--- config.mk ---
export PLATFORM = sky130hd
export DESIGN_NAME = cfgx_port_xlat
export DESIGN_NICKNAME = d
export VERILOG_FILES = /design/src/rtl/cfgx_pkg.sv /design/src/rtl/cfgx_sel_reg.sv /design/src/rtl/cfgx_cycle_gen.sv /design/src/rtl/cfgx_seq.sv /design/src/rtl/cfgx_port_xlat.sv
export SDC_FILE = /design/constraint.sdc
export NUM_CORES = 1
export LEC_CHECK = 0
export BUFFER_PORTS_ARGS = -buffer_cell sky130_fd_sc_hd__clkbuf_2
export CAP_MARGIN = 30
export CORE_ASPECT_RATIO = 1.5
export CORE_MARGIN = 2
export CORE_UTILIZATION = 47
export CTS_CLUSTER_SIZE = 28
export DETAILED_ROUTE_END_ITERATION = 7
export MAX_ROUTING_LAYER = met4
export PLACE_DENSITY = 0.81
export SYNTH_ARGS = -nofsm -noshare
export SYNTH_HDL_FRONTEND = slang
export SYNTH_SLANG_ARGS = --single-unit
--- constraint.sdc ---
create_clock -name clk -period 2.3 [get_ports clk]
set_clock_uncertainty 0.05 [all_clocks]
set_input_delay 0.23 -clock clk [delete_from_list [all_inputs] [get_ports clk]]
set_output_delay 0.23 -clock clk [all_outputs]
set_load 0.01 [all_outputs]
--- src/rtl/cfgx_pkg.sv ---
package cfgx_pkg;

  localparam logic [15:0] PORT_SEL  = 16'h0CF8;
  localparam logic [15:0] PORT_WIN  = 16'h0CFC;
  localparam logic [31:0] ALL_ONES  = 32'hFFFF_FFFF;
  localparam logic [1:0]  TYPE0_TAG = 2'b00;
  localparam logic [1:0]  TYPE1_TAG = 2'b01;

  typedef struct packed {
    logic       en;
    logic [7:0] bus;
    logic [4:0] dev;
    logic [2:0] fn;
    logic [5:0] reg_dw;
  } cfg_sel_t;

  typedef enum logic [1:0] {
    ST_IDLE = 2'd0,
    ST_BUS  = 2'd1,
    ST_RSP  = 2'd2
  } seq_state_t;

  function automatic logic [31:0] sel_to_word(input cfg_sel_t s);
    return {s.en, 7'b0, s.bus, s.dev, s.fn, s.reg_dw, 2'b00};
  endfunction

endpackage

--- src/rtl/cfgx_sel_reg.sv ---
module cfgx_sel_reg
  import cfgx_pkg::*;
(
  input  logic        clk,
  input  logic        rst_n,
  input  logic        wr_en,
  input  logic [3:0]  wr_be,
  input  logic [31:0] wr_data,
  output cfg_sel_t    sel
);

  cfg_sel_t sel_q;

  always_ff @(posedge clk) begin
    if (!rst_n) begin
      sel_q <= '0;
    end else if (wr_en) begin
      if (wr_be[0]) sel_q.reg_dw <= wr_data[7:2];
      if (wr_be[1]) begin
        sel_q.dev <= wr_data[15:11];
        sel_q.fn  <= wr_data[10:8];
      end
      if (wr_be[2]) sel_q.bus <= wr_data[23:16];
      if (wr_be[3]) sel_q.en  <= wr_data[31];
    end
  end

  assign sel = sel_q;

  // lanes not enabled keep their previous contents
  a_r1_lane_keep: assert property (@(posedge clk) disable iff (!rst_n)
    (wr_en && !wr_be[2]) |=> $stable(sel_q.bus));

endmodule

--- src/rtl/cfgx_cycle_gen.sv ---
module cfgx_cycle_gen
  import cfgx_pkg::*;
#(
  parameter int NUM_DEV = 32
)(
  input  cfg_sel_t           sel,
  input  logic [7:0]         local_bus,
  input  logic               active,
  output logic [31:0]        addr,
  output logic               type1,
  output logic [NUM_DEV-1:0] idsel
);

  logic is_local;
  logic unused_en;

  assign is_local  = (sel.bus == local_bus);
  assign unused_en = sel.en;
  assign type1     = active && !is_local;

  always_comb begin
    if (!active)
      addr = '0;
    else if (is_local)
      addr = {21'b0, sel.fn, sel.reg_dw, TYPE0_TAG};
    else
      addr = {8'b0, sel.bus, sel.dev, sel.fn, sel.reg_dw, TYPE1_TAG};
  end

  for (genvar i = 0; i < NUM_DEV; i++) begin : g_idsel
    assign idsel[i] = active && is_local && (int'(sel.dev) == i);
  end

endmodule

--- src/rtl/cfgx_seq.sv ---
module cfgx_seq
  import cfgx_pkg::*;
(
  input  logic        clk,
  input  logic        rst_n,
  input  logic        req_valid,
  input  logic        req_write,
  input  logic        hit_sel,
  input  logic        hit_win,
  input  logic [3:0]  req_be,
  input  logic [31:0] req_wdata,
  input  logic [31:0] sel_word,
  input  logic        sel_en,
  output logic        req_ready,
  output logic        sel_wr,
  output logic        rsp_valid,
  input  logic        rsp_ready,
  output logic [31:0] rsp_rdata,
  output logic        bus_active,
  output logic [3:0]  bus_be,
  output logic        bus_write,
  output logic [31:0] bus_wdata,
  input  logic        bus_done,
  input  logic        bus_abort,
  input  logic [31:0] bus_rdata
);

  seq_state_t  state_q;
  logic [31:0] rdata_q;
  logic [3:0]  be_q;
  logic        write_q;
  logic [31:0] wdata_q;
  logic        accept;
  logic [31:0] local_rdata;

  assign req_ready  = (state_q == ST_IDLE);
  assign accept     = req_valid && req_ready;
  assign sel_wr     = accept && req_write && hit_sel;
  assign rsp_valid  = (state_q == ST_RSP);
  assign bus_active = (state_q == ST_BUS);
  assign rsp_rdata  = rdata_q;
  assign bus_be     = be_q;
  assign bus_write  = write_q;
  assign bus_wdata  = wdata_q;

  always_comb begin
    if (req_write)    local_rdata = '0;
    else if (hit_sel) local_rdata = sel_word;
    else              local_rdata = ALL_ONES;
  end

  always_ff @(posedge clk) begin
    if (!rst_n) begin
      state_q <= ST_IDLE;
      rdata_q <= '0;
      be_q    <= '0;
      write_q <= 1'b0;
      wdata_q <= '0;
    end else begin
      unique case (state_q)
        ST_IDLE: if (accept) begin
          if (hit_win && sel_en) begin
            state_q <= ST_BUS;
            be_q    <= req_be;
            write_q <= req_write;
            wdata_q <= req_wdata;
          end else begin
            state_q <= ST_RSP;
            rdata_q <= local_rdata;
          end
        end
        ST_BUS: if (bus_done || bus_abort) begin
          state_q <= ST_RSP;
          if (write_q)        rdata_q <= '0;
          else if (bus_abort) rdata_q <= ALL_ONES;
          else                rdata_q <= bus_rdata;
        end
        ST_RSP: if (rsp_ready) state_q <= ST_IDLE;
        default: state_q <= ST_IDLE;
      endcase
    end
  end

  // a stalled response keeps valid and data
  a_r9_rsp_hold: assert property (@(posedge clk) disable iff (!rst_n)
    (rsp_valid && !rsp_ready) |=> (rsp_valid && $stable(rsp_rdata)));

  // nothing is accepted while a response waits
  a_r9_no_accept: assert property (@(posedge clk) disable iff (!rst_n)
    rsp_valid |-> !req_ready);

  // data phase attributes stay fixed during the transaction
  a_r8_phase_stable: assert property (@(posedge clk) disable iff (!rst_n)
    (bus_active && !bus_done && !bus_abort) |=>
      (bus_active && $stable(bus_be) && $stable(bus_wdata) && $stable(bus_write)));

endmodule

--- src/rtl/cfgx_port_xlat.sv ---
module cfgx_port_xlat
  import cfgx_pkg::*;
#(
  parameter int NUM_DEV = 32,
  parameter int IO_AW   = 16
)(
  input  logic               clk,
  input  logic               rst_n,
  input  logic [7:0]         local_bus,
  input  logic               io_req_valid,
  output logic               io_req_ready,
  input  logic               io_req_write,
  input  logic [IO_AW-1:0]   io_req_port,
  input  logic [3:0]         io_req_be,
  input  logic [31:0]        io_req_wdata,
  output logic               io_rsp_valid,
  input  logic               io_rsp_ready,
  output logic [31:0]        io_rsp_rdata,
  output logic               cfg_valid,
  output logic [31:0]        cfg_addr,
  output logic               cfg_type1,
  output logic [NUM_DEV-1:0] cfg_idsel,
  output logic [3:0]         cfg_be,
  output logic               cfg_write,
  output logic [31:0]        cfg_wdata,
  input  logic               cfg_done,
  input  logic               cfg_abort,
  input  logic [31:0]        cfg_rdata
);

  localparam logic [IO_AW-1:0] SEL_P = IO_AW'(PORT_SEL);
  localparam logic [IO_AW-1:0] WIN_P = IO_AW'(PORT_WIN);

  cfg_sel_t sel;
  logic     hit_sel, hit_win, sel_wr;
  logic     unused_port_lsb;

  assign hit_sel         = (io_req_port[IO_AW-1:2] == SEL_P[IO_AW-1:2]);
  assign hit_win         = (io_req_port[IO_AW-1:2] == WIN_P[IO_AW-1:2]);
  assign unused_port_lsb = ^io_req_port[1:0];

  cfgx_sel_reg u_sel (
    .clk     (clk),
    .rst_n   (rst_n),
    .wr_en   (sel_wr),
    .wr_be   (io_req_be),
    .wr_data (io_req_wdata),
    .sel     (sel)
  );

  cfgx_seq u_seq (
    .clk        (clk),
    .rst_n      (rst_n),
    .req_valid  (io_req_valid),
    .req_write  (io_req_write),
    .hit_sel    (hit_sel),
    .hit_win    (hit_win),
    .req_be     (io_req_be),
    .req_wdata  (io_req_wdata),
    .sel_word   (sel_to_word(sel)),
    .sel_en     (sel.en),
    .req_ready  (io_req_ready),
    .sel_wr     (sel_wr),
    .rsp_valid  (io_rsp_valid),
    .rsp_ready  (io_rsp_ready),
    .rsp_rdata  (io_rsp_rdata),
    .bus_active (cfg_valid),
    .bus_be     (cfg_be),
    .bus_write  (cfg_write),
    .bus_wdata  (cfg_wdata),
    .bus_done   (cfg_done),
    .bus_abort  (cfg_abort),
    .bus_rdata  (cfg_rdata)
  );

  cfgx_cycle_gen #(.NUM_DEV(NUM_DEV)) u_gen (
    .sel       (sel),
    .local_bus (local_bus),
    .active    (cfg_valid),
    .addr      (cfg_addr),
    .type1     (cfg_type1),
    .idsel     (cfg_idsel)
  );

  // a transaction only starts with the enable bit set
  a_r2_enabled_only: assert property (@(posedge clk) disable iff (!rst_n)
    $rose(cfg_valid) |-> sel.en);

  // address phase word is held until completion
  a_r8_addr_hold: assert property (@(posedge clk) disable iff (!rst_n)
    (cfg_valid && !cfg_done && !cfg_abort) |=> (cfg_valid && $stable(cfg_addr)));

  // at most one device select line
  a_r4_onehot: assert property (@(posedge clk) disable iff (!rst_n)
    $onehot0(cfg_idsel));

  // the transaction ends after a completion is sampled
  a_r8_end: assert property (@(posedge clk) disable iff (!rst_n)
    (cfg_valid && (cfg_done || cfg_abort)) |=> !cfg_valid);

  // foreign ports never start a transaction
  a_r3_foreign: assert property (@(posedge clk) disable iff (!rst_n)
    (io_req_valid && io_req_ready && !hit_win) |=> !cfg_valid);

endmodule

==> summary.txt, run 1 <==
Run status
  – Failing checks: setup timing
  – Outcome: finished with violations

Timing
  – Fin Hold WS: roughly 0.072 ns
  – Pins Over Slew Limit: 0
  – Slew @ Worst Pin: about 0.92 ns
  – Min Tclk post-route: around 2.4 ns
  – Relative slew margins: between 30% and 40%
  – RSZ-0062 raised after global routing: yes
  – Setup Viol. Count Final: 20
  – Max Freq: approximately 410 MHz
  – Fin crit share: 105%
  – Final Hold Viols: 0
  – Worst Slack Setup Final: -0.115 ns

Cells and area
  – Antenna Cells: 0
  – Area of the multi-input gates: approximately 2900 um2
  – Layout cell share with drive strength beyond 1: 41.9%
  – Flip-flop and latch area: ~1900 um2
  – Area grow syn2layout: 31.7%
  – Fillers: just over 900
  – Nets: 879

Global route
  – First-pass GRT wire length: between 20000 and 25000 um
  – Global-route met2 utilization: around 46%
  – Initial antenna violation count: 0
  – Vias in the first global route: about 5000
  – Largest net degree at the start of global routing: 94
  – M3 GR Usage: around 3.7%
  – GRT Max-Usage Layer: met2
  – GR Layer Usage met1: between 30% and 40%
  – Remaining Overflow, GRT: 0
  – Total Routing Usage GR: 28.0%

Synthesis
  – Yosys reg bits: 94
  – Post-synth top cells: 94 x dfxtp_1, 93 x a21oi_1, 69 x o21ai_0
  – Area contributors post-synth: dfxtp_1 38%, a21oi_1 9.3%, a311oi_2 9.3%, o21ai_0 6.9%, nand4_1 5.1%
  – Top-count cell post-synth: dfxtp_1
  – Sequential share of the synthesized area: between 30% and 40%
  – Number of synthesized flops with an enable pin: 0
  – Post-synthesis cell type count: 42
  – Share of the synthesized area in the top cell type: 37.7%
  – Synth warnings: 0
  – Synth Area per Inst: ~8.4 um2
  – Post-synthesis cell area: roughly 5000 um2
  – Post-synth ARST share: 0%
  – Yosys top cell by area: dfxtp_1
  – Cell count after synthesis: roughly 600
  – Synth Flop Type: dfxtp_1

Placement
  – DP Wirelength: 11700 um
  – PortBufs: around 220
  – GP Congestion: ~0.85

Worst setup path
  – Critical path required time: around 2 ns
  – Critical Path Fanout Max: 12
  – CP Capture Type: output pin
  – CP arrival: 2.13 ns
  – Setup crit start kind: flop
  – Class of the most critical setup path: reg -> out

Worst hold path
  – Hold WC Path Type: in -> reg

Detailed routing
  – DR vias/cell: roughly 5.9
  – Pre-antenna DRT Iters: 5
  – ANT nets after route: 0
  – Via count: approximately 5500
  – Wirelength per Cell: about 18 um
  – WL final: ~17000 um
  – Residual DRC count: 0
  – 1st-iter DRT viols: about 340

Die
  – Initial Util: around 48%
  – Die width: slightly below 90 um
  – DIE AREA: around 11000 um2
  – # IOs: around 240
  – Die height: roughly 130 um
  – Core ar.: approximately 10000 um2
  – Standard-cell rows: 46

Power and ir drop
  – Lkg Pwr: ~2.7 nW
  – PwrDens: around 560 nW/um2
  – Total Power: between 3 and 4 mW
  – Worst vdd ir: ~340 uV

Clock tree
  – H-tree depth: 3
  – CTS Buf Count: 9
  – Clk buf depth: 2
  – Cts hold-fix bufs: 0
  – Clock sink count: between 90 and 100
  – Worst-path clk slew: 0.07 ns
  – Root Buffer: clkbuf_16
  – TritonCTS clock tree: done
  – Clk_lat worst skew: about 0.34 ns

Flow run
  – Maxcap violations: 0
[routing by layer]
| layer | up-vias | routed length [um] |
|---|---|---|
| li1 | 2575 | - |
| met1 | 2632 | 6780 |
| met2 | 232 | 8760 |
| met3 | 50 | 900 |
| met4 | 0 | 563 |
| met5 | - | 0 |
[worst paths after layout]
kind / from / end / slack [ns] / cells past startpoint
max: u_sel.sel[18] / cfg_idsel[6] / -0.11 / 6
min: io_req_wdata[24] / u_seq.bus_wdata[24] / 0.07 / 3
max reg2reg: u_seq.state_q[0] / u_seq.rsp_rdata[14] / 0.31 / 4
min reg2reg: u_seq.bus_wdata[23] / u_seq.bus_wdata[23] / 0.42 / 2
[where the power goes]
group	internal, mW	total [mW]	switching (mW)
logic	0.187	0.444	0.257
clock network	0.875	1.51	0.635
registers	1.67	1.70	0.0266
[critical path: stages (launching register included)]
cell,delay (ns)
dfxtp_4,0.37
xor2_4,0.16
nor4_4,0.44
nand4b_1,0.17
buf_6,0.19
nor3_1,0.26
buf_2,0.20
[flip-flops by register name, summed over array words and instances, names as in the netlist]
name,cells
u_sel.sel,23
u_seq.bus_be,4
u_seq.bus_wdata,32
u_seq.bus_write,1
u_seq.rsp_rdata,32
u_seq.state_q,2
[cell families (layout without fill, tap and decap cells)]
family / after synthesis / after routing / share of synthesized area, %
other cells: 1 / 9 / 0.0751
buf+inv: 80 / 259 / 8.04
flops: 94 / 94 / 37.7
compound gates: 221 / 221 / 30.7
simple gates: 194 / 194 / 22.1
xor+xnor: 8 / 8 / 1.40
[cells in the final DEF, fill, tap and decap left out, drive strengths merged]
| cell type | count |
|---|---|
| clkbuf | 211 |
| dfxtp | 94 |
| a21oi | 93 |
| o21ai | 69 |
| nand4 | 41 |
| buf | 40 |
| nor2 | 35 |
| a311oi | 32 |
| nand3 | 30 |
| nor3 | 29 |
| and2 | 25 |
| a2bb2oi | 23 |
| conb | 9 |
| xor2 | 8 |
| nand2b | 6 |
| nand2 | 4 |
| and3b | 4 |
| clkinv | 4 |
| and3 | 4 |
| inv | 3 |
| nor4 | 2 |
| nor2b | 2 |
| nand4b | 2 |
| or2 | 2 |
| nor3b | 2 |
| a31oi | 1 |
| or3 | 1 |
| nand3b | 1 |
| and4 | 1 |
| and4bb | 1 |
| a211oi | 1 |
| nor4b | 1 |
| nor4bb | 1 |
| a311o | 1 |
| o21a | 1 |
| bufinv | 1 |
[area by class of cell]
type                       instances  area share (%)
multi-input combinational        432            44.6
tap                              144            2.74
sequential                        94            28.7
clock inverter                     5           0.875
clock buffer                      11            3.69
timing repair buffer             240            19.2
inverter                           3           0.190
[repair_timing]
item | CTS | global route
setup buffers | 0 | 1
pin swaps | 3 | 16
endpoints found under the setup margin | 47 | 44
gates resized for setup | 10 | 53
gates cloned | 0 | 1
hold endpoints to repair | 0 | 0
[metrics by stage]
step                cells  setup slack (ns)  cell area, um2  TNS [ns]  util [%]
finish                929            -0.115            6580    -0.385      62.8
global route          929            -0.210            6580     -3.36      62.8
CTS                   927           -0.0147            6410   -0.0235      61.2
detailed placement    911             0.177            6070         0      57.9
global placement      911             0.255            6070         0      57.9
floorplan             606             0.443            5030         0         -
(Power assumes the default switching activity.)
==> run 2, diff against run 1 <==
CORE_UTILIZATION = 35   (was 47)
PLACE_DENSITY = not set   (was 0.81)
clock period = 2.7 ns   (was 2.3 ns; I/O delays follow)
==> run 2 against run 1 <==
  * The flow now finishes without violations
  * Clock-buffer cell count is 1 lower
  * Global-route usage is 5.7 points lower
  * Die area is 33% higher
  * Sequential share of layout area is 0.46 points higher
  * Via count is 2.0% lower
  * Critical path depth stayed put
  * Cell area is 1.9% lower
  * Critical path type unchanged
  * Highest routed layer unchanged
==> summary.txt, run 2 (same netlist as run 1, synthesis figures left out) <==
Run status
  – Outcome: complete, no violations

Power and ir drop
  – Int Pwr: approximately 2.3 mW
  – Sw Ratio: approximately 26%
  – Power share of the clock group: 41.8%
  – NetSw: roughly 0.81 mW
  – PwrDens: ~480 nW/um2
  – Combinational power share: approximately an eighth
  – Total Power: 3.13 mW
  – Lkg Pwr: around 2.6 nW
  – Worst vdd ir: around 330 uV
  – Seq pwr share: between 40% and 50%

Flow run
  – Maxcap violations: 0

Clock tree
  – Cts hold-fix bufs: 0
  – CTS Buf Count: 9
  – H-tree depth: 3
  – Worst-path clk slew: approximately 0.07 ns
  – Clk_lat worst skew: between 0.3 and 0.4 ns
  – TritonCTS clock tree: done
  – Clk buf depth: 2
  – Clock sink count: 94
  – Root Buffer: clkbuf_16

Detailed routing
  – WL final: ~17000 um
  – Wirelength per Cell: between 15 and 20 um
  – Pre-antenna DRT Iters: 5
  – 1st-iter DRT viols: around 240
  – Residual DRC count: 0
  – ANT nets after route: 0
  – Via count: around 5400
  – DR vias/cell: roughly 5.5

Placement
  – GP Congestion: around 0.86
  – Post-DP Area: roughly 6100 um2
  – DP Wirelength: between 10000 and 15000 um
  – PortBufs: between 200 and 250

Timing
  – Relative slew margins: a little over a third
  – Slew @ Worst Pin: about 0.96 ns
  – Final Hold Viols: 0
  – RSZ-0062 raised after global routing: no
  – Fin crit share: about nine tenths
  – Max Freq: 407 MHz
  – Fin Hold WS: 0.115 ns
  – TNS Setup: 0 ns
  – Min Tclk post-route: 2.46 ns
  – Setup Viol. Count Final: 0
  – Pins Over Slew Limit: 0

Global route
  – Largest net degree at the start of global routing: between 60 and 70
  – Initial antenna violation count: 0
  – First-pass GRT wire length: 26400 um
  – Vias in the first global route: approximately 5100
  – Total Routing Usage GR: between 20 and 25%
  – Remaining Overflow, GRT: 0

Cells and area
  – Layout cell share with drive strength beyond 1: between 30 and 40%
  – Area of the multi-input gates: 2770 um2
  – Fin util: a little under half
  – Cell area after layout: around 6500 um2
  – Fillers: 1454
  – Area grow syn2layout: 29.2%
  – Flip-flop and latch area: between 1500 and 2000 um2
  – Nets: 880
  – Antenna Cells: 0
  – Leading cell type in the layout, fill and taps excluded: clkbuf_2
  – Most frequent cells in the layout: 224 x clkbuf_2, 94 x dfxtp_1, 93 x a21oi_1

Worst setup path
  – CP Capture Type: output pin
  – Critical path required time: approximately 2.4 ns
  – Setup crit start kind: flop
  – Reg2reg path depth: 5
  – Critical Path Fanout Max: 12
  – CP arrival: around 2.1 ns
  – Class of the most critical setup path: reg -> out
  – Reg2reg setup slack: 0.52 ns

Die
  – DIE AREA: roughly 15000 um2
  – Die width: 102 um
  – Die height: around 150 um
  – Core ar.: about 14000 um2
  – Standard-cell rows: between 50 and 60
  – # IOs: around 240
  – Initial Util: 35.7%

Worst hold path
  – Hold WC Path Type: in -> reg
  – Hold path cells: 3
[run 2: changes by cell type in the layout (fill, tap and decap cells not counted), sizes merged]
cell and change:
buf -23, clkbuf +23, inv +3, clkinv -2
[run 2: path summary, 6_finish.rpt]
kind	from	end
worst max-delay path	u_sel.sel[15]	cfg_idsel[18]
worst min-delay path	io_req_wdata[24]	u_seq.bus_wdata[24]
worst max register to register	u_seq.state_q[0]	u_seq.rsp_rdata[9]
worst min register to register	u_seq.bus_wdata[20]	u_seq.bus_wdata[20]
[run 2: worst max-delay path, cell delays in order (launching register included)]
cell and delay [ns]:
dfxtp_1 0.36, xor2_1 0.18, nor4_2 0.50, nand4_1 0.16
buf_4 0.21, nor3_1 0.22, clkbuf_2 0.17
[run 2: what timing repair did]
| action | 4_1_cts | 5_1_grt |
|---|---|---|
| setup buffers | 2 | 0 |
| endpoints found under the setup margin | 14 | 9 |
| resized for setup | 0 | 2 |
| pin swaps | 2 | 0 |
[run 2: power by group through the flow]
stage | clock (mW) | sequential, mW | combinational, mW
finish | 1.31 | 1.45 | 0.371
global route | 1.39 | 1.45 | 0.405
CTS | 1.34 | 1.45 | 0.372
detailed placement | 0 | 1.48 | 0.371
global placement | 0 | 1.48 | 0.364
floorplan | 0 | 1.50 | 0.207
[run 2: area by class of cell]
type | count | area share, %
inverter | 3 | 0.194
clock inverter | 6 | 1.14
clock buffer | 10 | 3.55
tap | 192 | 3.72
sequential | 94 | 29.2
multi-input combinational | 432 | 42.9
timing repair buffer | 241 | 19.3
[run 2: layer usage]
metal | GRT usage, % | wire length, um
met5 | - | 0
met3 | 2.14 | 980
met2 | 36.2 | 8780
met1 | 28.3 | 7030
met4 | 9.32 | 518
[run 2: per-stage QoR]
step | setup WS (ns) | cells
floorplan | 0.803 | 606
global placement | 0.463 | 960
detailed placement | 0.349 | 960
CTS | 0.148 | 978
global route | 0.0882 | 978
finish | 0.244 | 978
==> run 3, diff against run 2 <==
CTS_BUF_LIST = sky130_fd_sc_hd__clkbuf_2   (was not set)
==> run 3 against run 2 <==
  * Highest routed layer unchanged
  * Largest cell class unchanged
  * Final cell count increased by 4.7%
  * Critical endpoint is now cfg_addr[23]
  * Critical path type unchanged
  * Total power decreased by 16%
  * Largest power group unchanged
  * Cell area increased by 6.0%
  * Sequential power about the same
==> summary.txt, run 3 (same netlist as run 1, synthesis figures left out) <==
Worst hold path
  – Hold WC Path Type: in -> reg

Placement
  – DP Wirelength: 12600 um
  – GP Congestion: roughly 0.86
  – DP Cell Count: 960
  – Post-DP Area: 6120 um2
  – PortBufs: 224

Worst setup path
  – Worst-path cell chain: xor2_1 -> nor4_4 -> a31oi_2 -> and2_1 -> clkbuf_2
  – Critical path required time: ~2.4 ns
  – Worst Path Buf+Inv: 1
  – CP arrival: between 2 and 2.5 ns
  – Crit path max-delay family: compound AO/OA/AOI/OAI gates
  – Setup crit start kind: flop
  – Critical Path Max Stage Delay: 0.52 ns
  – Critical Path Fanout Max: 15
  – Class of the most critical setup path: reg -> out
  – CP max stage cell: a31oi_2
  – CP Capture Type: output pin

Global route
  – First-pass GRT wire length: around 27000 um
  – Initial antenna violation count: 1
  – Total Routing Usage GR: between 20% and 30%
  – Vias in the first global route: about 5300
  – Remaining Overflow, GRT: 0
  – Largest net degree at the start of global routing: 62

Clock tree
  – TritonCTS clock tree: done
  – H-tree depth: 3
  – Root Buffer: clkbuf_2
  – Clock sink count: 94
  – Clk_lat worst skew: 0.58 ns
  – CTS Buf Count: 9
  – Clk buf depth: 2
  – Worst-path clk slew: roughly 0.29 ns

Timing
  – RSZ-0062 raised after global routing: yes
  – Min Tclk post-route: around 2.7 ns
  – Setup Viol. Count Final: 0
  – Slew @ Worst Pin: 0.955 ns
  – Max Freq: roughly 380 MHz
  – Final Hold Viols: 0
  – Fin crit share: a little over nine tenths
  – Relative slew margins: 36.3%
  – Pins Over Slew Limit: 0

Detailed routing
  – Via count: ~5600
  – WL final: around 18000 um
  – DR vias/cell: between 5 and 6
  – ANT nets after route: 0
  – 1st-iter DRT viols: 291
  – Pre-antenna DRT Iters: 6
  – Residual DRC count: 0
  – Wirelength per Cell: ~18 um

Power and ir drop
  – Lkg Pwr: ~2.8 nW
  – Total Power: between 2 and 3 mW
  – PwrDens: ~390 nW/um2
  – Worst vdd ir: 208 uV

Cells and area
  – Nets: between 900 and 1000
  – Cell area after layout: roughly 7000 um2
  – Leading cell type in the layout, fill and taps excluded: clkbuf_2
  – Layout cell share with drive strength beyond 1: 39.2%
  – Final Non-Filler Cells: just over 1000
  – Most frequent cells in the layout: 215 x clkbuf_2, 93 x a21oi_1, 91 x dfxtp_1
  – Area grow syn2layout: 36.9%

Die
  – Initial Util: a little over a third
  – # IOs: approximately 240
  – Die width: 102 um
  – Die height: around 150 um
  – DIE AREA: roughly 15000 um2
  – Core ar.: 14000 um2
  – Standard-cell rows: 53

Flow run
  – Maxcap violations: 0

Run status
  – Outcome: complete, no violations
-- run 3: cell count changes in the layout (fill, tap and decap cells not counted), moves of 3 or more --
| cell | delta |
|---|---|
| buf_2 | +19 |
| clkbuf_16 | -9 |
| clkbuf_2 | -9 |
| dfxtp_1 | -3 |
| dlygate4sd3_1 | +44 |
| nor3_1 | -17 |
| nor3_2 | +17 |
-- run 3: stage by stage --
stage	hold WS, ns	worst slack [ns]	util, %	setup TNS, ns
2_1_floorplan	0.338	0.803	-	0
3_3_place_gp	0.407	0.463	43.8	0
3_5_place_dp	0.416	0.349	43.8	0
4_1_cts	0.00460	0.00425	48.1	0
5_1_grt	0.0357	-0.0848	48.9	-1.65
6_report	0.0470	0.0382	48.9	0
-- run 3: report_power, final --
group / switching [mW] / internal [mW] / leakage, nW / total, mW
logic: 0.228 / 0.198 / 1.95 / 0.426
registers: 0.0240 / 1.43 / 0.767 / 1.46
clock network: 0.521 / 0.235 / 0.0779 / 0.755
total: 0.773 / 1.87 / 2.79 / 2.64
-- run 3: tightest hold or removal path, cell delays in order --
cell	delay, ns
clkbuf_2	0.07
o21ai_0	0.19
a311oi_2	0.10
-- run 3: timing repair --
item,CTS,global route
hold buffers,44,0
endpoints found under the setup margin,43,43
hold endpoints to repair,65,0
resized for setup,4,42
buffers inserted,2,1
pin swaps,2,4
-- run 3: area by class of cell --
cell class | instances | area (um2)
well taps | 192 | 240
multi-input cells | 432 | 2870
flip-flops and latches | 94 | 1890
clock buffers | 10 | 50.0
diodes | 1 | 2.50
fillers | 1415 | 7150
clock inverters | 6 | 73.8
repair buffers | 286 | 1700
inverters | 3 | 12.5
-- run 3: worst paths after layout --
path | startpoint | to | slack, ns | depth (start not counted)
worst max-delay path | u_sel.sel[19] | cfg_addr[23] | 0.04 | 5
worst min register to register | u_seq.bus_wdata[23] | u_seq.bus_wdata[23] | 0.44 | 2
worst max register to register | u_seq.state_q[1] | u_seq.rsp_rdata[11] | 0.55 | 5
worst min-delay path | cfg_rdata[30] | u_seq.rsp_rdata[30] | 0.05 | 3
-- run 3: per-layer routing --
metal,vias up,global-route usage [%],part of all wire (%)
li1,2668,-,-
met1,2695,28.7,41
met2,242,37.6,51
met3,42,1.95,5.0
met4,0,10.1,3.1
met5,-,-,0
